==> src/rtl/irq_ctl_pkg.sv <==
package irq_ctl_pkg;
    localparam int NUM_SRC   = 5;
    localparam int IDX_W     = $clog2(NUM_SRC);
    localparam int ADDR_W    = 16;
    localparam int NUM_MASK  = 3;

    // Rank order: lower index wins.
    localparam int SRC_CRIT  = 0;
    localparam int SRC_EDGE  = 1;
    localparam int SRC_LHI   = 2;
    localparam int SRC_LLO   = 3;
    localparam int SRC_GEN   = 4;

    function automatic logic [ADDR_W-1:0] vector_of(input logic [IDX_W-1:0] idx);
        logic [ADDR_W-1:0] v;
        case (idx)
            IDX_W'(SRC_CRIT): v = 16'h0024;
            IDX_W'(SRC_EDGE): v = 16'h003C;
            IDX_W'(SRC_LHI):  v = 16'h0034;
            IDX_W'(SRC_LLO):  v = 16'h002C;
            default:          v = '0;
        endcase
        return v;
    endfunction

    typedef struct packed {
        logic                ien;
        logic [NUM_MASK-1:0] mask;
        logic                ack_n;
    } ctl_state_t;
endpackage

==> src/rtl/irq_edge_latch.sv <==
module irq_edge_latch (
    input  logic clk,
    input  logic rst_n,
    input  logic req,
    input  logic clr,
    output logic flag
);
    typedef struct packed {
        logic prev;
        logic held;
    } edge_state_t;

    edge_state_t st_d, st_q;

    always_comb begin
        st_d      = st_q;
        st_d.prev = req;
        if (clr)
            st_d.held = 1'b0;
        if (req && !st_q.prev)
            st_d.held = 1'b1;
    end

    always_ff @(posedge clk or negedge rst_n) begin
        if (!rst_n)
            st_q <= '0;
        else
            st_q <= st_d;
    end

    assign flag = st_q.held;
endmodule

==> src/rtl/irq_prio_sel.sv <==
module irq_prio_sel #(
    parameter int N = 5,
    localparam int W = (N > 1) ? $clog2(N) : 1
) (
    input  logic [N-1:0] elig,
    output logic         any,
    output logic [W-1:0] idx
);
    always_comb begin
        any = 1'b0;
        idx = '0;
        for (int i = N - 1; i >= 0; i--) begin
            if (elig[i]) begin
                any = 1'b1;
                idx = W'(i);
            end
        end
    end
endmodule

==> src/rtl/irq_vec_ctrl.sv <==
module irq_vec_ctrl
    import irq_ctl_pkg::*;
(
    input  logic              clk,
    input  logic              rst_n,
    input  logic              crit_req,
    input  logic              edge_req,
    input  logic              lvl_hi_req,
    input  logic              lvl_lo_req,
    input  logic              gen_req,
    input  logic              mask_wr,
    input  logic [2:0]        mask_bits,
    input  logic              mask_clr_edge,
    input  logic              ien_set,
    input  logic              ien_clr,
    input  logic              accept,
    output logic              pend,
    output logic [15:0]       vec_addr,
    output logic              ack_req,
    output logic              ack_n
);
    ctl_state_t st_d, st_q;

    logic               edge_flag;
    logic               edge_clr;
    logic [NUM_SRC-1:0] elig;
    logic               win_any;
    logic [IDX_W-1:0]   win_idx;
    logic               take;
    logic               ien_q;

    irq_edge_latch u_edge (
        .clk   (clk),
        .rst_n (rst_n),
        .req   (edge_req),
        .clr   (edge_clr),
        .flag  (edge_flag)
    );

    always_comb begin
        elig           = '0;
        elig[SRC_CRIT] = crit_req;
        elig[SRC_EDGE] = edge_flag  && !st_q.mask[2] && st_q.ien;
        elig[SRC_LHI]  = lvl_hi_req && !st_q.mask[1] && st_q.ien;
        elig[SRC_LLO]  = lvl_lo_req && !st_q.mask[0] && st_q.ien;
        elig[SRC_GEN]  = gen_req    && st_q.ien;
    end

    irq_prio_sel #(.N(NUM_SRC)) u_sel (
        .elig (elig),
        .any  (win_any),
        .idx  (win_idx)
    );

    assign take     = accept && win_any;
    assign edge_clr = (take && win_idx == IDX_W'(SRC_EDGE)) ||
                      (mask_wr && mask_clr_edge);

    always_comb begin
        st_d       = st_q;
        st_d.ack_n = !(take && win_idx == IDX_W'(SRC_GEN));
        if (mask_wr)
            st_d.mask = mask_bits;
        if (ien_set)
            st_d.ien = 1'b1;
        if (ien_clr)
            st_d.ien = 1'b0;
        if (take && win_idx != IDX_W'(SRC_CRIT))
            st_d.ien = 1'b0;
    end

    always_ff @(posedge clk or negedge rst_n) begin
        if (!rst_n) begin
            st_q.ien   <= 1'b0;
            st_q.mask  <= '1;
            st_q.ack_n <= 1'b1;
        end else begin
            st_q <= st_d;
        end
    end

    assign ien_q    = st_q.ien;
    assign pend     = win_any;
    assign ack_req  = win_any && win_idx == IDX_W'(SRC_GEN);
    assign vec_addr = win_any ? vector_of(win_idx) : '0;
    assign ack_n    = st_q.ack_n;
endmodule

==> config.mk <==
export PLATFORM = sky130hd
export DESIGN_NAME = irq_vec_ctrl
export DESIGN_NICKNAME = d
export VERILOG_FILES = /design/src/rtl/irq_ctl_pkg.sv /design/src/rtl/irq_edge_latch.sv /design/src/rtl/irq_prio_sel.sv /design/src/rtl/irq_vec_ctrl.sv
export SDC_FILE = /design/constraint.sdc
export NUM_CORES = 1
export LEC_CHECK = 0
export BUFFER_PORTS_ARGS = -buffer_cell sky130_fd_sc_hd__buf_2
export CORE_MARGIN = 5
export CORE_UTILIZATION = 34
export DETAILED_ROUTE_END_ITERATION = 10
export PLACE_DENSITY = 0.77
export SETUP_SLACK_MARGIN = 0.02
export SKIP_LAST_GASP = 1
export SYNTH_ARGS = -nofsm -noshare
export SYNTH_HDL_FRONTEND = slang
export SYNTH_SLANG_ARGS = --single-unit
==> constraint.sdc <==
create_clock -name clk -period 1.5 [get_ports clk]
set_clock_uncertainty 0.2 [all_clocks]
set_input_delay 0 -clock clk [delete_from_list [all_inputs] [get_ports clk]]
set_output_delay 0 -clock clk [all_outputs]
set_load 0.02 [all_outputs]
==> key figures <==
Logic synthesis
  • Area contributors post-synth: dfstp_2 (23%), buf_4 (21%), dfrtp_1 (16%)
  • Post-synthesis sequential area ratio: 0.3861
  • YS warnings: 0
  • Synth Instances: 47
  • Top-area cell type share of the netlist area: 0.2252
  • Synth unique cells: 22
  • Post-synthesis cell area: 466.7 um2
  • Area leader, netlist: dfstp_2
  • Syn avg cell area: 9.930 um2
  • Seq cells post-synth: 7

Layout
  • Layout cells sized above 1: 0.5054
  • Most frequent cells in the layout: buf_2 (16), dlygate4sd3_1 (14), conb_1 (12), buf_4 (8), buf_6 (6)
  • Antenna Cells: 0
  • Area Overhead vs Synth: 75.87%
  • Final Net Count: 109
  • Most common cell after layout, fill and taps aside: buf_2
  • Finished Cell Area: 820.8 um2

Timing
  • Period utilisation layout: 1.274
  • Crit path time final: 1911 ps
  • Hold Vio Cnt, Final: 0
  • PnR worst setup slack: -410.8 ps
  • WHS: 84.64 ps
  • Unrepaired setup endpoints after global routing: yes
  • Max-slew violations: 0
  • Final setup fails: 8
  • Fin Setup TNS: -1805 ps
  • Fmax: 0.5233 GHz

Die
  • Core area: 0.001301 mm2
  • Row count: 13
  • Die height: 47.05 um
  • Die W: 47.05 um
  • Initial Utilization: 0.3587
  • Die area: 0.002214 mm2
  • I/O pins: 34

Route
  • Final ANT Viol Nets: 0
  • DR vias: 472
  • Number of DRC markers in iteration 0: 3
  • Drt pass-1 iters: 3
  • Per-cell routed wire length: 12.62 um
  • Routed WL: 1363 um
  • DRC Markers: 0
  • Via density per instance: 4.370

Power
  • Lkg Pwr: 0.4068 nW
  • Power density over the cells: 773.8 mW/mm2
  • Design Power: 0.6352 mW
  • VDD IR max: 692.3 uV

Job
  • Max-cap violations: 0

Global routing
  • Total global-route track usage: 0.1477
  • Number of global-route vias before repair: 496
  • Antenna violations before repair: 0
  • Largest net degree at the start of global routing: 6
  • Global route overflow: 0
  • First-pass GRT wire length: 2132 um

Clocking
  • TritonCTS clock tree: built
  • Worst-Skew Late Latency: 260 ps
  • Htree depth: 1
  • CTS Sinks: 7
  • Root Buffer: clkbuf_4
  • Worst-path clk slew: 60 ps
  • CTS max path bufs: 2
  • Num CTS Buffers: 3

Setup path
  • Startpoint Class: register
  • R2R Setup Slk: -230 ps
  • Crit path required time: 1300 ps
  • WS Path Type: register to output pin
  • CP Capture Type: output pin
  • Reg2reg end: ien_q
  • CP arrival: 1710 ps
  • Crit Path Max Fanout: 2
  • Worst R2R Start: st_q[3]
  • Worst R2R Path Depth: 4

Worst hold path
  • Worst min-delay path category: primary input to asynchronous set/reset pin

Outcome
  • Outcome: finished, violations left
  • Failing checks: negative setup slack

Placed design
  • Final Wtd Congestion: 0.7337
  • Post-Place Worst Slack: -171.0 ps
  • IO buf count: 21
  • DP Area: 564.3 um2
  • Hpwl dp: 805.5 um
synth_stat cells, drive strengths merged:
| master | number |
|---|---|
| nand4 | 1 |
| buf | 13 |
| a311oi | 1 |
| and3 | 1 |
| dfrtp | 3 |
| nand2b | 2 |
| a21o | 1 |
| dfstp | 4 |
| o21a | 1 |
| nor2b | 3 |
| mux2 | 3 |
| conb | 1 |
| nand2 | 1 |
| a21oi | 1 |
| o311ai | 1 |
| nor2 | 3 |
| inv | 3 |
| nor3 | 1 |
| o21ai | 1 |
| or4 | 1 |
| o21bai | 1 |
per-stage QoR:
step | utilization | cells
2_1_floorplan | - | 58
3_3_place_gp | 0.4337 | 85
3_5_place_dp | 0.4337 | 85
4_1_cts | 0.6163 | 106
5_1_grt | 0.6308 | 108
6_report | 0.6308 | 108
worst max path at each step:
| stage | from | end | slack, ps | cells after the start |
|---|---|---|---|---|
| after global placement | st_q[3] | pend | -160 | 4 |
| final | st_q[3] | pend | -410 | 4 |
| after global routing | st_q[3] | pend | -460 | 4 |
| after floorplan | st_q[3] | ien_q | -70 | 3 |
| after detailed placement | st_q[3] | pend | -170 | 4 |
| after CTS | st_q[3] | pend | -390 | 4 |
kinds of logic (layout without fill, tap and decap cells):
kind of cell,count (synthesis),after routing,synth area share
AO/OA/AOI/OAI,7,7,0.1233
buffers and inverters,16,51,0.2332
flip-flops,7,7,0.3861
AND/OR/NAND/NOR,13,13,0.1769
other,1,12,0.008035
multiplexers,3,3,0.07238
layer usage:
layer  vias to the layer above  part of all wire  track usage
met2                        25              0.59       0.2927
li1                        225                 -            -
met1                       220              0.31       0.1305
met5                         -                 0            0
met4                         0             0.012      0.06630
met3                         2             0.093      0.04981
power by group:
part / switching (mW) / internal [mW]
Combinational: 0.108 / 0.123
Clock: 0.0802 / 0.102
Sequential: 0.0108 / 0.211
final cells by class:
class / instances / area (um2)
fillers: 104 / 480.5
repair buffers: 44 / 347.8
clock buffers: 4 / 26.28
multi-input cells: 35 / 236.5
well taps: 15 / 18.77
inverters: 3 / 11.26
flip-flops and latches: 7 / 180.2
state kept, by name, summed over array words and instances (netlist names):
name and cells:
u_edge.st_q 1, ien_q 1, st_q 3, u_edge.flag 1, ack_n 1
worst max-delay path: stages (launching register included):
cell and delay, ps:
dfstp_2 550, nor2b_4 40, or4_4 520, a21o_2 220
buf_6 130
what timing repair did:
item	CTS	global route
pin swaps	4	5
hold buffers	14	1
setup endpoints to repair	8	9
resized for setup	14	1
endpoints found under the hold margin	14	1
buffers inserted	3	2
(Power assumes the default switching activity.)
